File: config.mk
export PLATFORM = sky130hd
export DESIGN_NAME = ts_slice_reassembler
export DESIGN_NICKNAME = d
export VERILOG_FILES = /design/src/rtl/ts_slice_reassembler.sv
export SDC_FILE = /design/constraint.sdc
export NUM_CORES = 1
export LEC_CHECK = 0
export ABC_AREA = 1
export BUFFER_PORTS_ARGS = -buffer_cell sky130_fd_sc_hd__clkbuf_2
export CORE_MARGIN = 10
export CORE_UTILIZATION = 57
export DETAILED_ROUTE_END_ITERATION = 7
export PLACE_DENSITY = 0.79
export SYNTH_ARGS = -nofsm -noshare
export SYNTH_HDL_FRONTEND = slang
export SYNTH_SLANG_ARGS = --single-unit
File: constraint.sdc
create_clock -name clk -period 2.2 [get_ports clk]
set_clock_uncertainty 0.1 [all_clocks]
set_input_delay 0.22 -clock clk [delete_from_list [all_inputs] [get_ports clk]]
set_output_delay 0.22 -clock clk [all_outputs]
set_load 0.005 [all_outputs]
File: src/rtl/ts_slice_reassembler.sv
module ts_slice_reassembler #(
  parameter int NCH    = 4,
  parameter int SLICES = 63,
  parameter int SEQW   = 3
) (
  input  logic                     clk,
  input  logic                     rst_n,
  input  logic                     in_valid,
  output logic                     in_ready,
  input  logic [31:0]              in_word,
  output logic                     out_valid,
  input  logic                     out_ready,
  output logic [$clog2(NCH)-1:0]   out_chan,
  output logic [7:0]               out_byte,
  output logic                     out_sop,
  output logic                     out_eop,
  output logic [NCH-1:0]           loss_pulse,
  output logic [NCH-1:0]           ovf_pulse
);
  localparam int CW = $clog2(NCH);
  localparam int PW = $clog2(SLICES);
  localparam logic [PW-1:0] LAST = PW'(SLICES - 1);

  logic [PW-1:0]   pos      [NCH];
  logic [SEQW-1:0] seq_prev [NCH];
  logic [NCH-1:0]  seq_seen;

  logic            busy, h_first, h_last;
  logic [1:0]      h_idx;
  logic [23:0]     h_data;
  logic [CW-1:0]   h_chan;

  wire [2:0]      tag     = in_word[31:29];
  wire [SEQW-1:0] seq_in  = in_word[26 +: SEQW];
  wire            start   = in_word[25];
  wire            dev_ovf = in_word[24];
  wire            tag_ok  = (tag != 3'd0) && (int'(tag) <= NCH);
  wire [CW-1:0]   ch      = CW'(tag - 3'd1);
  wire            accept  = in_valid && in_ready;
  wire [PW-1:0]   slot    = start ? '0 : pos[ch];
  wire            emit    = tag_ok && (start || pos[ch] != '0);
  wire            seq_bad = seq_seen[ch] && (seq_in != SEQW'(seq_prev[ch] + SEQW'(1)));
  wire            drained = (h_idx == 2'd2) || (h_last && h_idx == 2'd1);

  assign in_ready  = !busy;
  assign out_valid = busy;
  assign out_chan  = h_chan;
  assign out_sop   = busy && h_first && h_idx == 2'd0;
  assign out_eop   = busy && h_last && h_idx == 2'd1;

  always_comb begin
    case (h_idx)
      2'd0:    out_byte = h_data[23:16];
      2'd1:    out_byte = h_data[15:8];
      default: out_byte = h_data[7:0];
    endcase
  end

  always_ff @(posedge clk or negedge rst_n) begin
    if (!rst_n) begin
      for (int i = 0; i < NCH; i++) begin
        pos[i]      <= '0;
        seq_prev[i] <= '0;
      end
      seq_seen   <= '0;
      loss_pulse <= '0;
      ovf_pulse  <= '0;
    end else begin
      loss_pulse <= '0;
      ovf_pulse  <= '0;
      if (accept && tag_ok) begin
        seq_prev[ch]   <= seq_in;
        seq_seen[ch]   <= 1'b1;
        loss_pulse[ch] <= seq_bad;
        ovf_pulse[ch]  <= dev_ovf;
        if (emit) pos[ch] <= (slot == LAST) ? '0 : slot + PW'(1);
      end
    end
  end

  always_ff @(posedge clk or negedge rst_n) begin
    if (!rst_n) begin
      busy    <= 1'b0;
      h_first <= 1'b0;
      h_last  <= 1'b0;
      h_idx   <= '0;
      h_data  <= '0;
      h_chan  <= '0;
    end else if (accept && emit) begin
      busy    <= 1'b1;
      h_first <= (slot == '0);
      h_last  <= (slot == LAST);
      h_idx   <= '0;
      h_data  <= in_word[23:0];
      h_chan  <= ch;
    end else if (busy && out_ready) begin
      if (drained) busy <= 1'b0;
      else h_idx <= h_idx + 2'd1;
    end
  end
endmodule

Word-level counts from Yosys, hierarchy flattened:

Index checks and enable logic that the tools add are counted.

* $lt $le $gt $ge: 5
* add/sub/neg operators: 4
* bitwise gates (word level): 4
* multiplexer cells: 27
* reductions and logical operators: 26
* equal/unequal tests: 5

Operator list (count)
* 6-bit two-way mux: 5
* 24-bit bitwise mux: 1
* 8-bit case mux with 2 select lines: 1
* 1-bit logical AND: 14
* 6-bit binary-select mux with 2-bit select: 1
* 12-bit bitwise mux: 1
* 6-bit demux with 2-bit select: 1
* 3-bit two-way mux: 3
* 4-bit bitwise AND: 2
* 4-bit two-way mux: 2
* 6-bit by 1-bit adder with 6-bit output, second input constant: 1
* 3-bit binary-select mux with 2-bit select: 1
* 3-bit demux with 2-bit select: 1
* 6-bit == test, second input constant: 1
* 6-bit zero test: 1
* 2-bit two-way mux: 3
* 2-bit AND reduction: 3
* 6-bit nonzero test: 1
* 1-bit two-way mux: 5
* 4-bit bitwise OR: 1
* 2-bit nonzero test: 2
* 3-bit by 1-bit adder with 3-bit output, second input constant: 1
* 3-bit greater-or-equal comparator, second input constant: 1
* 3-bit less-or-equal comparator, second input constant: 1
* 16 further kinds: 17

* bits of input ports: 36
* logic and storage cells: 88
* bits in registers: 79
* output and inout bits: 22

Depth between registers and ports, before layout:

* word-level depth: 11
* depth in mapped cells: 18
* depth with buffers taken out: 15

Worst setup path before layout:

No wires, ideal clock.

* path type: input port to flip-flop
* start: input port in_word[29]
* end: register loss_pulse[0]
* setup slack: -0.118 ns
* data arrival time: 2.091 ns
* stages: 14
* path buffers: 3
* required time: 1.973 ns
* setup time: 0.127 ns
* cells stage by stage: buf_6 inv_2 buf_4 ha_1 inv_1 buf_2 nand3_1 nand2_1 inv_1 ha_1 xnor2_1 nand3_1 o21bai_1 nor2_1

* word-level cells in the longest chain between the ends: 10
* elaborated cells between the ends (all ways): 21
* those cells by class: 2 x add/sub; 3 x order compare; 1 x eq/ne; 8 x mux; 2 x bitwise; 5 x reduce/logical

Ends and longest elaborated chain
* start, declared: line 10 `input logic [31:0] in_word,`
* 2-bit by 1-bit subtractor with 2-bit output *: line 38 `wire [CW-1:0] ch = CW'(tag - 3'd1);`
* net ch[0]: line 38
* 2-bit inverter with 3-bit output (implied by the code): line 42 `wire seq_bad = seq_seen[ch] && (seq_in != SEQW'(seq_prev[ch] + SEQW'(1)));`
* 3-bit binary-select mux with 2-bit select: line 42
* 3-bit two-way mux (implied by the code) (2 in series): line 42
* 3-bit by 1-bit adder with 3-bit output: line 42
* 3-bit inequality test: line 42
* 1-bit logical AND: line 42
* 4-bit bitwise AND (no source line) *
* 4-bit two-way mux *: line 71 `if (accept && tag_ok) begin`
* end signal, assigned by index: line 74 `loss_pulse[ch] <= seq_bad;`
* end, declared: line 17 `output logic [NCH-1:0] loss_pulse,`

The timed path passes the listed nets; every way through them passes the cells marked *. The select of a mux whose other input is x is not followed.
A chain may end at the register's enable or synchronous reset.

Final worst setup path:

* start: register h_idx[0]
* end: output port out_byte[5]

* word-level cells in the longest chain between the ends: 2
* elaborated cells between the ends (all ways): 3
* those cells by class: 1 x eq/ne; 1 x mux; 1 x reduce/logical

Ends and longest elaborated chain
* start, declared: line 29 `logic [1:0] h_idx;`
* start signal, assigned: line 98 `else h_idx <= h_idx + 2'd1;`
* 2-bit by 1-bit == test with 1-bit output or 2-bit zero test (tied branches): line 52 `case (h_idx)`
* 8-bit case mux with 2 select lines *: line 52
* end, declared: line 14 `output logic [7:0] out_byte,`

Mark *: on every way between the ends. The rest lies on a longest branch, timed or not.

==> results.tsv <==
metric	value	unit
outcome	completed	
layout cell share with drive strength beyond 1	19.3	%
Reg2Reg Depth	9	
syn avg cell area	7.95	um^2
CP Depth	7	
DP Area	0.00439	mm^2
largest net degree at the start of global routing	50	
synth top area cells	dfrtp_1 (51%), nand2_1 (21%), o21ai_0 (4.3%), nand3_1 (3.7%), ha_1 (3.5%)	
Setup crit end kind	primary output	
vias per inst	5.13	
Seq/Total Area, Yosys	50.9	%
Peak VDD IR	0.476	mV
Finish-stage setup viols	0	
crit share post-route	86.6	%
part of the power in registers	43.4	%
DP HPWL	6550	um
fill count	505	
die width	103	um
kind of critical path	reg -> out	
delay-heaviest family, CP	flip-flops	
Post-Route WL	9560	um
Worst Path Arrival	1.58	ns
min-delay worst type	in -> reg	
Synth area leader	dfrtp_1	
top-area cell type share of the netlist area	50.9	%
FF+latch count, synth	79	
RePlAce Congestion	0.970	
commonest non-fill, non-tap cell in the layout	nand2_1	
Clock Pin Slew Worst Setup and Hold Paths	0.07	ns
crit path buf inv count	3	
grt ovf	0	
post-route minimum period	1.90	ns
# clock sinks	79	
switching power	1.90	mW
layout net count	639	
Setup TNS Final	0	ns
drt first pass iters	5	
CTS Root Cell	clkbuf_8	
Layout Cells excl Fill	677	
Slew Limit Headroom	73.3	%
crit path launch type	flop	
Comb power frac	34.7	%
Hold Vio Cnt, Final	0	
Synth Instances	488	
Syn-to-layout area delta	25.3	%
CTS max path bufs	2	
Ant. Diodes	0	
Max Cap Viol	0	
Post-Route Utilization	72.4	%
power share of the clock group	21.9	%
P_int	3.51	mW
Post-Syn Area	0.00388	mm^2
Core Area	0.00672	mm^2
Worst Hold Depth	3	
initial antenna violation count	0	
RSZ-0062 raised after global routing	no	
DP Cell Count	636	
routed len/inst	14.1	um
Die Y	103	um
CP max stage delay	0.40	ns
Synth Warn #	0	
post-CTS setup repair buffer count	0	
Max FO, Critical Path	8	
worst path cell trace	inv_1 -> ha_1 -> nor2_1 -> buf_4 -> a22oi_1 -> nand2_1 -> clkbuf_2	
post-route ant nets	0	
worst endpoint required time	1.88	ns
PwrDens	1110	mW/mm^2
# DRC	0	
syn nets	535	
I/O pin cnt	58	
Pleak	2.65	nW
synth unique cells	29	
GRT Overall Usage	19.3	%
commonest cells after routing, fill and taps aside	nand2_1 (220), dfrtp_1 (79), clkbuf_2 (56), inv_1 (35), o21ai_0 (33)	
Rows	30	
Port-buffer cells	57	
CTS tree	done	
Pins Over Slew Limit	0	
Peak Freq	525	MHz
Worst-Margin Slew	0.401	ns
vias in the first global route	3405	
Switching Fraction	35.2	%
DRT iter0 DRCs	204	
htree depth	3	
Final Instance Area	0.00486	mm^2
CP max stage cell	dfrtp_1	
initial core utilization	57.8	%
die area	0.0105	mm^2
TritonCTS Buffers	9	
clk_lat worst skew	0.35	ns
global-route wire length before repair	16000	um
routed via count	3471	
## through the flow
| stage | power [mW] | hold slack (ns) | worst slack, ns |
|---|---|---|---|
| after detailed placement | 4.19 | 0.0759 | -0.00604 |
| after CTS | 5.41 | 0.0339 | 0.268 |
| final | 5.41 | 0.0440 | 0.295 |
| after floorplan | 3.49 | -0.176 | 0.00265 |
| after global placement | 4.10 | 0.0752 | 0.0707 |
| after global routing | 5.88 | 0.0555 | 0.135 |
## flip-flops by register name, summed over array words and instances, names as in the netlist
signal / cells
pos: 24
h_first: 1
seq_prev: 12
seq_seen: 4
out_valid: 1
out_chan: 2
h_data: 24
ovf_pulse: 4
h_idx: 2
h_last: 1
loss_pulse: 4
## power groups by stage
stage / logic, mW / clock network (mW) / registers, mW
after global placement: 1.76 / 0 / 2.33
after detailed placement: 1.83 / 0 / 2.35
final: 1.88 / 1.19 / 2.35
after floorplan: 1.23 / 0 / 2.27
after CTS: 1.87 / 1.20 / 2.33
after global routing: 2.18 / 1.27 / 2.42
## synthesized netlist by cell type
library cell  number
o21ai_1            4
inv_1             35
a21oi_1            3
nor3_2             1
nand2_2            1
nand3_1           29
xor2_1             2
nand3b_1           2
inv_2              1
inv_4              1
or2_2              2
a21oi_2            1
nand2_1          220
nor3_1             1
buf_2              3
clkbuf_1           2
nand2_4            1
buf_6              4
dfrtp_1           79
o21bai_1           2
ha_1              11
nor2_2             4
o21ai_0           33
a22oi_1            8
buf_4              9
nor2_1            24
xnor2_1            3
o22ai_1            1
nand3_2            1
## kinds of logic after synthesis
group | count (synthesis) | synth area share, %
flops | 79 | 50.9
xor+xnor | 5 | 1.13
fa+ha+maj | 11 | 3.55
compound gates | 52 | 7.48
simple gates | 286 | 29.8
buf+inv | 55 | 7.12
## metal layers
layer	wire length [um]	vias to the layer above	GRT usage (%)
met4	181	0	6.40
met5	0	-	0
met2	4690	117	32.6
met1	4000	1600	23.2
li1	-	1733	-
met3	685	21	5.23
## layout make-up
type	instances	area, um^2	area share (%)
Sequential cell	79	1980	40.7
Multi-Input combinational cell	354	1640	33.7
Timing Repair Buffer	111	781	16.1
Clock buffer	11	141	2.91
Inverter	37	141	2.91
Tap cell	80	100	2.06
Clock inverter	5	81.3	1.67
## what timing repair did
| item | CTS | global route |
|---|---|---|
| endpoints found under the setup margin | 0 | 0 |
| hold endpoints to repair | 54 | 0 |
| gates resized for setup | 0 | 0 |
| hold buffers | 25 | 0 |
## path summary, 6_finish.rpt
kind	start	endpoint	slack (ns)
max in group asynchronous	rst_n	pos[10]	1.17
worst max register to register	out_valid	pos[6]	0.39
worst max-delay path	h_idx[0]	out_byte[5]	0.30
worst min register to register	seq_seen[3]	seq_seen[3]	0.35
min in group asynchronous	rst_n	seq_prev[6]	0.24
worst min-delay path	in_word[24]	ovf_pulse[3]	0.04
## tightest hold or removal path, stage by stage
cell and delay [ns]:
clkbuf_2 0.08, inv_1 0.10, nor2_1 0.06
Power figures use the tool's default switching activity.
